==> src/rtl/dtmf_cmd_pkg.sv <==
package dtmf_cmd_pkg;
  localparam int CODE_W = 5;

  typedef struct packed {
    logic       row_en;
    logic       col_en;
    logic [1:0] row;
    logic [1:0] col;
  } tone_cmd_t;

  localparam tone_cmd_t TONE_OFF = '0;
endpackage

==> src/rtl/dtmf_sync.sv <==
module dtmf_sync #(
  parameter int             W       = 1,
  parameter int             STAGES  = 2,
  parameter logic [W-1:0]   RST_VAL = '0
) (
  input  logic         clk_i,
  input  logic         rst_ni,
  input  logic [W-1:0] d_i,
  output logic [W-1:0] q_o
);
  logic [STAGES-1:0][W-1:0] stg_q;

  always_ff @(posedge clk_i or negedge rst_ni) begin
    if (!rst_ni) stg_q <= {STAGES{RST_VAL}};
    else         stg_q <= {stg_q[STAGES-2:0], d_i};
  end

  assign q_o = stg_q[STAGES-1];
endmodule

==> src/rtl/dtmf_ser_shift.sv <==
module dtmf_ser_shift #(
  parameter int CODE_W = 5
) (
  input  logic              clk_i,
  input  logic              rst_ni,
  input  logic              clr_i,
  input  logic              fall_i,
  input  logic              bit_i,
  output logic [CODE_W-1:0] word_o,
  output logic              done_o
);
  localparam int CNT_W = $clog2(CODE_W);
  localparam logic [CNT_W-1:0] LAST = CNT_W'(CODE_W - 1);

  logic [CNT_W-1:0]  cnt_q;
  logic [CODE_W-1:0] sh_q;

  always_ff @(posedge clk_i or negedge rst_ni) begin
    if (!rst_ni) begin
      cnt_q  <= '0;
      sh_q   <= '0;
      done_o <= 1'b0;
    end else if (clr_i) begin
      cnt_q  <= '0;
      done_o <= 1'b0;
    end else begin
      done_o <= 1'b0;
      if (fall_i) begin
        // LSB arrives first: shift toward bit 0
        sh_q <= {bit_i, sh_q[CODE_W-1:1]};
        if (cnt_q == LAST) begin
          cnt_q  <= '0;
          done_o <= 1'b1;
        end else begin
          cnt_q <= cnt_q + 1'b1;
        end
      end
    end
  end

  assign word_o = sh_q;

  p_cnt_bound_r1: assert property (@(posedge clk_i) disable iff (!rst_ni)
    cnt_q <= LAST);
  p_done_fifth_bit_r1: assert property (@(posedge clk_i) disable iff (!rst_ni)
    done_o |-> ($past(fall_i) && $past(cnt_q) == LAST && !$past(clr_i)));
  p_clr_discards_r6: assert property (@(posedge clk_i) disable iff (!rst_ni)
    $past(clr_i) |-> (cnt_q == '0 && !done_o));
endmodule

==> src/rtl/dtmf_decode.sv <==
module dtmf_decode
  import dtmf_cmd_pkg::*;
(
  input  logic [CODE_W-1:0] code_i,
  output logic              valid_o,
  output tone_cmd_t         cmd_o
);
  logic [4:0] c;
  logic [1:0] r;

  always_comb begin
    c       = code_i;
    valid_o = 1'b1;
    cmd_o   = TONE_OFF;
    r       = (c >= 5'd7) ? 2'd2 : (c >= 5'd4) ? 2'd1 : 2'd0;
    if (!c[4]) begin
      cmd_o.row_en = 1'b1;
      cmd_o.col_en = 1'b1;
      if (c == 5'd0) begin
        cmd_o.row = 2'd3;
        cmd_o.col = 2'd3;
      end else if (c <= 5'd9) begin
        // keypad digits: three per row
        cmd_o.row = r;
        cmd_o.col = 2'(c - 5'd1 - 5'(3 * r));
      end else if (c == 5'd10) begin
        cmd_o.row = 2'd3;
        cmd_o.col = 2'd1;
      end else if (c == 5'd11) begin
        cmd_o.row = 2'd3;
        cmd_o.col = 2'd0;
      end else if (c == 5'd12) begin
        cmd_o.row = 2'd3;
        cmd_o.col = 2'd2;
      end else begin
        cmd_o.row = 2'(c - 5'd13);
        cmd_o.col = 2'd3;
      end
    end else if (!c[3]) begin
      if (!c[2]) begin
        cmd_o.row_en = 1'b1;
        cmd_o.row    = c[1:0];
      end else begin
        cmd_o.col_en = 1'b1;
        cmd_o.col    = c[1:0];
      end
    end else if (c != 5'd31) begin
      valid_o = 1'b0;
    end
  end
endmodule

==> src/rtl/dtmf_cmd_rx.sv <==
module dtmf_cmd_rx
  import dtmf_cmd_pkg::*;
#(
  parameter int SYNC_STAGES = 2,
  parameter int PAR_W       = 4
) (
  input  logic             clk_i,
  input  logic             rst_ni,
  input  logic             cen_i,
  input  logic             mode_par_i,
  input  logic             sclk_i,
  input  logic             sdata_i,
  input  logic [PAR_W-1:0] pdata_i,
  output logic [1:0]       row_o,
  output logic [1:0]       col_o,
  output logic             row_en_o,
  output logic             col_en_o,
  output logic             cmd_valid_o
);
  localparam int SW = PAR_W + 4;
  localparam logic [SW-1:0] SYNC_RST = {1'b1, 1'b0, 1'b1, 1'b0, {PAR_W{1'b1}}};

  logic [SW-1:0]     sync_s;
  logic              cen_s, par_s, sclk_s, sdata_s;
  logic [PAR_W-1:0]  pdata_s;
  logic              sclk_q, fall, clr;
  logic [CODE_W-1:0] ser_word, code;
  logic              ser_done, take, dec_valid;
  logic [PAR_W-1:0]  pdata_q;
  logic              par_first_q, par_commit;
  tone_cmd_t         dec_cmd, cmd_q;

  dtmf_sync #(.W(SW), .STAGES(SYNC_STAGES), .RST_VAL(SYNC_RST)) u_sync (
    .clk_i (clk_i),
    .rst_ni(rst_ni),
    .d_i   ({cen_i, mode_par_i, sclk_i, sdata_i, pdata_i}),
    .q_o   (sync_s)
  );
  assign {cen_s, par_s, sclk_s, sdata_s, pdata_s} = sync_s;

  always_ff @(posedge clk_i or negedge rst_ni) begin
    if (!rst_ni) sclk_q <= 1'b1;
    else         sclk_q <= sclk_s;
  end

  assign clr  = cen_s | par_s;
  assign fall = sclk_q & ~sclk_s & ~clr;

  dtmf_ser_shift #(.CODE_W(CODE_W)) u_shift (
    .clk_i (clk_i),
    .rst_ni(rst_ni),
    .clr_i (clr),
    .fall_i(fall),
    .bit_i (sdata_s),
    .word_o(ser_word),
    .done_o(ser_done)
  );

  // parallel: take bus on mode entry and on every value change
  assign par_commit = par_s & ~cen_s & (par_first_q | (pdata_s != pdata_q));

  always_ff @(posedge clk_i or negedge rst_ni) begin
    if (!rst_ni) begin
      par_first_q <= 1'b1;
      pdata_q     <= '0;
    end else if (!par_s || cen_s) begin
      par_first_q <= 1'b1;
    end else if (par_commit) begin
      par_first_q <= 1'b0;
      pdata_q     <= pdata_s;
    end
  end

  assign code = par_commit ? CODE_W'(pdata_s) : ser_word;
  assign take = par_commit | ser_done;

  dtmf_decode u_dec (
    .code_i (code),
    .valid_o(dec_valid),
    .cmd_o  (dec_cmd)
  );

  always_ff @(posedge clk_i or negedge rst_ni) begin
    if (!rst_ni) begin
      cmd_q       <= TONE_OFF;
      cmd_valid_o <= 1'b0;
    end else if (cen_s) begin
      cmd_q       <= TONE_OFF;
      cmd_valid_o <= 1'b0;
    end else if (take && dec_valid) begin
      cmd_q       <= dec_cmd;
      cmd_valid_o <= 1'b1;
    end else begin
      cmd_valid_o <= 1'b0;
    end
  end

  assign row_en_o = cmd_q.row_en;
  assign col_en_o = cmd_q.col_en;
  assign row_o    = cmd_q.row;
  assign col_o    = cmd_q.col;

  p_idle_ce_high_r6: assert property (@(posedge clk_i) disable iff (!rst_ni)
    cen_s |=> (!row_en_o && !col_en_o && !cmd_valid_o));
  p_unused_ignored_r5: assert property (@(posedge clk_i) disable iff (!rst_ni)
    (take && !dec_valid && !cen_s) |=> (!cmd_valid_o && $stable(cmd_q)));
  p_change_has_pulse_r7: assert property (@(posedge clk_i) disable iff (!rst_ni)
    (cmd_q != $past(cmd_q)) |-> (cmd_valid_o || $past(cen_s)));
  p_par_dual_only_r8: assert property (@(posedge clk_i) disable iff (!rst_ni)
    (cmd_valid_o && $past(par_s)) |-> (row_en_o && col_en_o));
endmodule

==> config.mk <==
export PLATFORM = sky130hd
export DESIGN_NAME = dtmf_cmd_rx
export DESIGN_NICKNAME = d
export VERILOG_FILES = /design/src/rtl/dtmf_cmd_pkg.sv /design/src/rtl/dtmf_sync.sv /design/src/rtl/dtmf_ser_shift.sv /design/src/rtl/dtmf_decode.sv /design/src/rtl/dtmf_cmd_rx.sv
export SDC_FILE = /design/constraint.sdc
export NUM_CORES = 1
export LEC_CHECK = 0
export BUFFER_PORTS_ARGS = -buffer_cell sky130_fd_sc_hd__buf_2
export CAP_MARGIN = 30
export CELL_PAD_IN_SITES_DETAIL_PLACEMENT = 1
export CELL_PAD_IN_SITES_GLOBAL_PLACEMENT = 2
export CORE_ASPECT_RATIO = 0.7
export CORE_MARGIN = 2
export CORE_UTILIZATION = 30
export DETAILED_ROUTE_END_ITERATION = 16
export GPL_ROUTABILITY_DRIVEN = 0
export PLACE_DENSITY = 0.68
export SYNTH_ARGS = -nofsm -noshare
export SYNTH_HDL_FRONTEND = slang
export SYNTH_SLANG_ARGS = --single-unit
==> constraint.sdc <==
create_clock -name clk_i -period 3.1 [get_ports clk_i]
set_clock_uncertainty 0.1 [all_clocks]
set_input_delay 0.31 -clock clk_i [delete_from_list [all_inputs] [get_ports clk_i]]
set_output_delay 0.31 -clock clk_i [all_outputs]
set_load 0.01 [all_outputs]
==> reports/results.txt <==
fin nets: 252
switching power total: 0.526 mW
Comb pwr share: 0.301
Synth Warn #: 0
Largest delay share family, worst path: simple AND/OR/NAND/NOR gates
later-pin clock latency in the skew report: 0.30 ns
CP max FO: 3
sw frac: 0.319
failing checks: negative setup slack
Seq cells post-synth: 38
WL/cell: 17.6 um
run status: complete, but fails checks
Antenna Violating Nets Remaining: 0
total iterations of the first detailed-routing run: 4
die width: 102 um
clk sinks: 38
DR vias: 1701
Worst-Margin Slew: 0.863 ns
fin cells: 329
layout overhead on the synthesized area: 30.9%
Tcrit/Tclk final: 1.07
Mapped Avg Cell Area: 10.8 um2
Worst EP required: 3.24 ns
Syn Nets: 201
iteration-0 DRC count of the detailed router: 80
Layout Utilization: 0.414
Pint: 1.12 mW
Clock power frac: 0.322
Setup violations, final: 1
Max Root-Sink Buffers: 2
Via density: 5.17
initial core utilization: 0.316
ANT cells: 0
sequential group share of total power: 0.378
Worst Path Arrival: 3.44 ns
CTS tree: done
largest net degree at the start of global routing: 39
Post-Synthesis Cells: 186
post-layout power: 1.65 mW
TritonCTS Buffers: 5
Routed WL: 5.79 mm
CP startpoint kind: flop
Worst Setup End Kind: flop
Die ar.: 0.00738 mm2
max-slew violations: 0
Post-synth ARST share: 1.00
core area: 0.00637 mm2
H-tree depth: 2
kind of critical path: flop to flop
maximum operating frequency: 302 MHz
Power Dens Cells: 626 mW/mm2
post-synth cell types: 58
row count: 24
CP bufs+invs: 0
number of enable flip-flop cells after synthesis: 0
crit-path cells: xor2_2 -> o41ai_2 -> o211ai_1 -> ha_2 -> and4b_1 -> a32oi_1 -> o311ai_1 -> or3_1 -> o221ai_2 -> or4b_1 -> nand3_1
Worst Hold Class: primary input to flop
Max-cap violations: 0
# IOs: 17
final hold vios: 0
Worst path max stage delay: 0.58 ns
Reg clk slew, reported paths: 0.08 ns
Worst path slowest cell: dfstp_2
Cell Area, Synth: 0.00201 mm2
vias in the first global route: 1825
Leakage Power: 1.21 nW
DRC Markers: 0
first-pass GRT wire length: 9.76 mm
worst vdd rail ir drop: 0.192 mV
GRT overflow: 0
final worst setup slack: -0.208 ns
cell count after placement: 311
HPWL Detailed: 4.35 mm
die height: 72.5 um
WHS: 0.0172 ns
root buffer cell: clkbuf_8
initial antenna violation count: 0
I/O Buffers: 16
fraction of layout cells with a size suffix above 1: 0.374
Total GRT Usage: 0.175
Rel. slew slack: 0.425
Main synth FF type: dfrtp_1
RSZ-0062 raised after global routing: true
Final min period: 3.31 ns
sequential fraction of the synthesis area: 0.482
cells by family after synthesis:
family | count (synthesis) | synth area share
AND/OR/NAND/NOR | 57 | 0.158
AO/OA/AOI/OAI | 50 | 0.195
flip-flops | 38 | 0.482
buffers and inverters | 18 | 0.0417
XOR/XNOR | 10 | 0.0473
multiplexers | 8 | 0.0448
adder cells (fa/ha/maj) | 5 | 0.0311
area by class of cell:
type                       count  area, um2
fill                         728       3730
multi-input combinational    130       1000
sequential                    38        968
timing repair buffer          52        365
tap                           91        114
clock buffer                   6       82.6
clock inverter                 2       60.1
inverter                      10       37.5
power groups by stage:
stage          clock network, mW  logic, mW  registers (mW)
5_1_grt                    0.571      0.540           0.633
3_5_place_dp                   0      0.463           0.629
4_1_cts                    0.550      0.482           0.622
2_1_floorplan                  0      0.283           0.615
3_3_place_gp                   0      0.446           0.622
6_report                   0.530      0.496           0.623
cells in the mapped netlist, types with 3 or more instances:
| master | count | area (um2) |
|---|---|---|
| and2_1 | 3 | 18.8 |
| nand3b_1 | 4 | 30.0 |
| xor2_1 | 6 | 52.6 |
| mux2_2 | 4 | 45.0 |
| inv_1 | 10 | 37.5 |
| nor3_1 | 3 | 15.0 |
| o21ai_1 | 4 | 20.0 |
| dfstp_2 | 14 | 368 |
| xnor2_1 | 3 | 26.3 |
| buf_2 | 4 | 20.0 |
| nor2_1 | 5 | 18.8 |
| nand2_1 | 23 | 86.3 |
| dfrtp_1 | 24 | 601 |
| a22oi_1 | 4 | 30.0 |
| a21o_1 | 4 | 30.0 |
| ha_1 | 5 | 62.6 |
| o211ai_1 | 4 | 30.0 |
| o21ai_0 | 5 | 25.0 |
| a22o_1 | 3 | 26.3 |
| mux2i_1 | 3 | 30.0 |
through the flow:
step / instance area, um2 / setup WS [ns] / setup TNS [ns]
3_5_place_dp: 2360 / -0.332 / -0.332
4_1_cts: 2590 / -0.148 / -0.148
2_1_floorplan: 2020 / 0.00416 / 0
6_report: 2630 / -0.208 / -0.208
5_1_grt: 2630 / -0.318 / -0.330
3_3_place_gp: 2360 / -0.0258 / -0.0258
path summary, 6_finish.rpt:
path / from / end / slack [ns] / cells after the start
max in group asynchronous: rst_ni / pdata_q[3]$_DFFE_PN0P_ / 2.34 / 1
min in group asynchronous: rst_ni / pdata_q[0]$_DFFE_PN0P_ / 0.03 / 1
hold reg to reg: u_sync.stg_q[4]$_DFF_PN0_ / u_sync.q_o[4]$_DFF_PN0_ / 0.25 / 0
setup reg to reg: u_sync.q_o[1]$_DFF_PN1_ / col_o[1]$_DFFE_PN0P_ / -0.21 / 11
setup / recovery: u_sync.q_o[1]$_DFF_PN1_ / col_o[1]$_DFFE_PN0P_ / -0.21 / 11
hold / removal: mode_par_i / u_sync.stg_q[6]$_DFF_PN0_ / 0.02 / 1
repair_timing:
action / 4_1_cts / 5_1_grt
hold buffers: 4 / 2
buffers inserted: 3 / 1
endpoints found under the hold margin: 4 / 2
pin swaps: 3 / 1
gates cloned: 0 / 0
resized for setup: 5 / 4
setup endpoints to repair: 1 / 3
worst register-to-register path, cell delays in order (launching register included):
cell and delay [ns]:
dfstp_2 0.58, xor2_2 0.11, o41ai_2 0.43, o211ai_1 0.19
ha_2 0.22, and4b_1 0.23, a32oi_1 0.17, o311ai_1 0.15
or3_1 0.36, o221ai_2 0.17, or4b_1 0.45, nand3_1 0.10
cells in the final DEF, fill, tap and decap left out, types with 3 or more instances in the layout:
cell type,netlist,layout
buf_4,1,30
dfrtp_1,24,24
nand2_1,23,23
buf_2,4,16
dfstp_2,14,14
inv_1,10,9
clkbuf_8,0,6
dlygate4sd3_1,0,6
o21ai_0,5,5
nand3b_1,4,4
a22oi_1,4,4
o211ai_1,4,4
nor2_1,5,4
a21o_1,4,4
o21ai_1,4,4
mux2_2,4,4
ha_1,5,4
xor2_2,0,3
xnor2_1,3,3
and2_1,3,3
xor2_1,6,3
mux2i_1,3,3
a22o_1,3,3
metal layers:
metal	track usage	vias up	wire length, um
met5	0	-	0
met4	0.0415	0	66
met3	0.0520	8	349
met2	0.272	48	2570
met1	0.242	866	2800
li1	-	779	-
flip-flops by register name (all words and copies together), names as in the netlist, 2 cells and up:
| name | flops |
|---|---|
| u_sync.q_o | 8 |
| pdata_q | 4 |
| u_sync.stg_q | 8 |
| col_o | 2 |
| u_shift.word_o | 5 |
| row_o | 2 |
| u_shift.cnt_q | 3 |
Note: power is estimated with default switching activity, not from simulation.
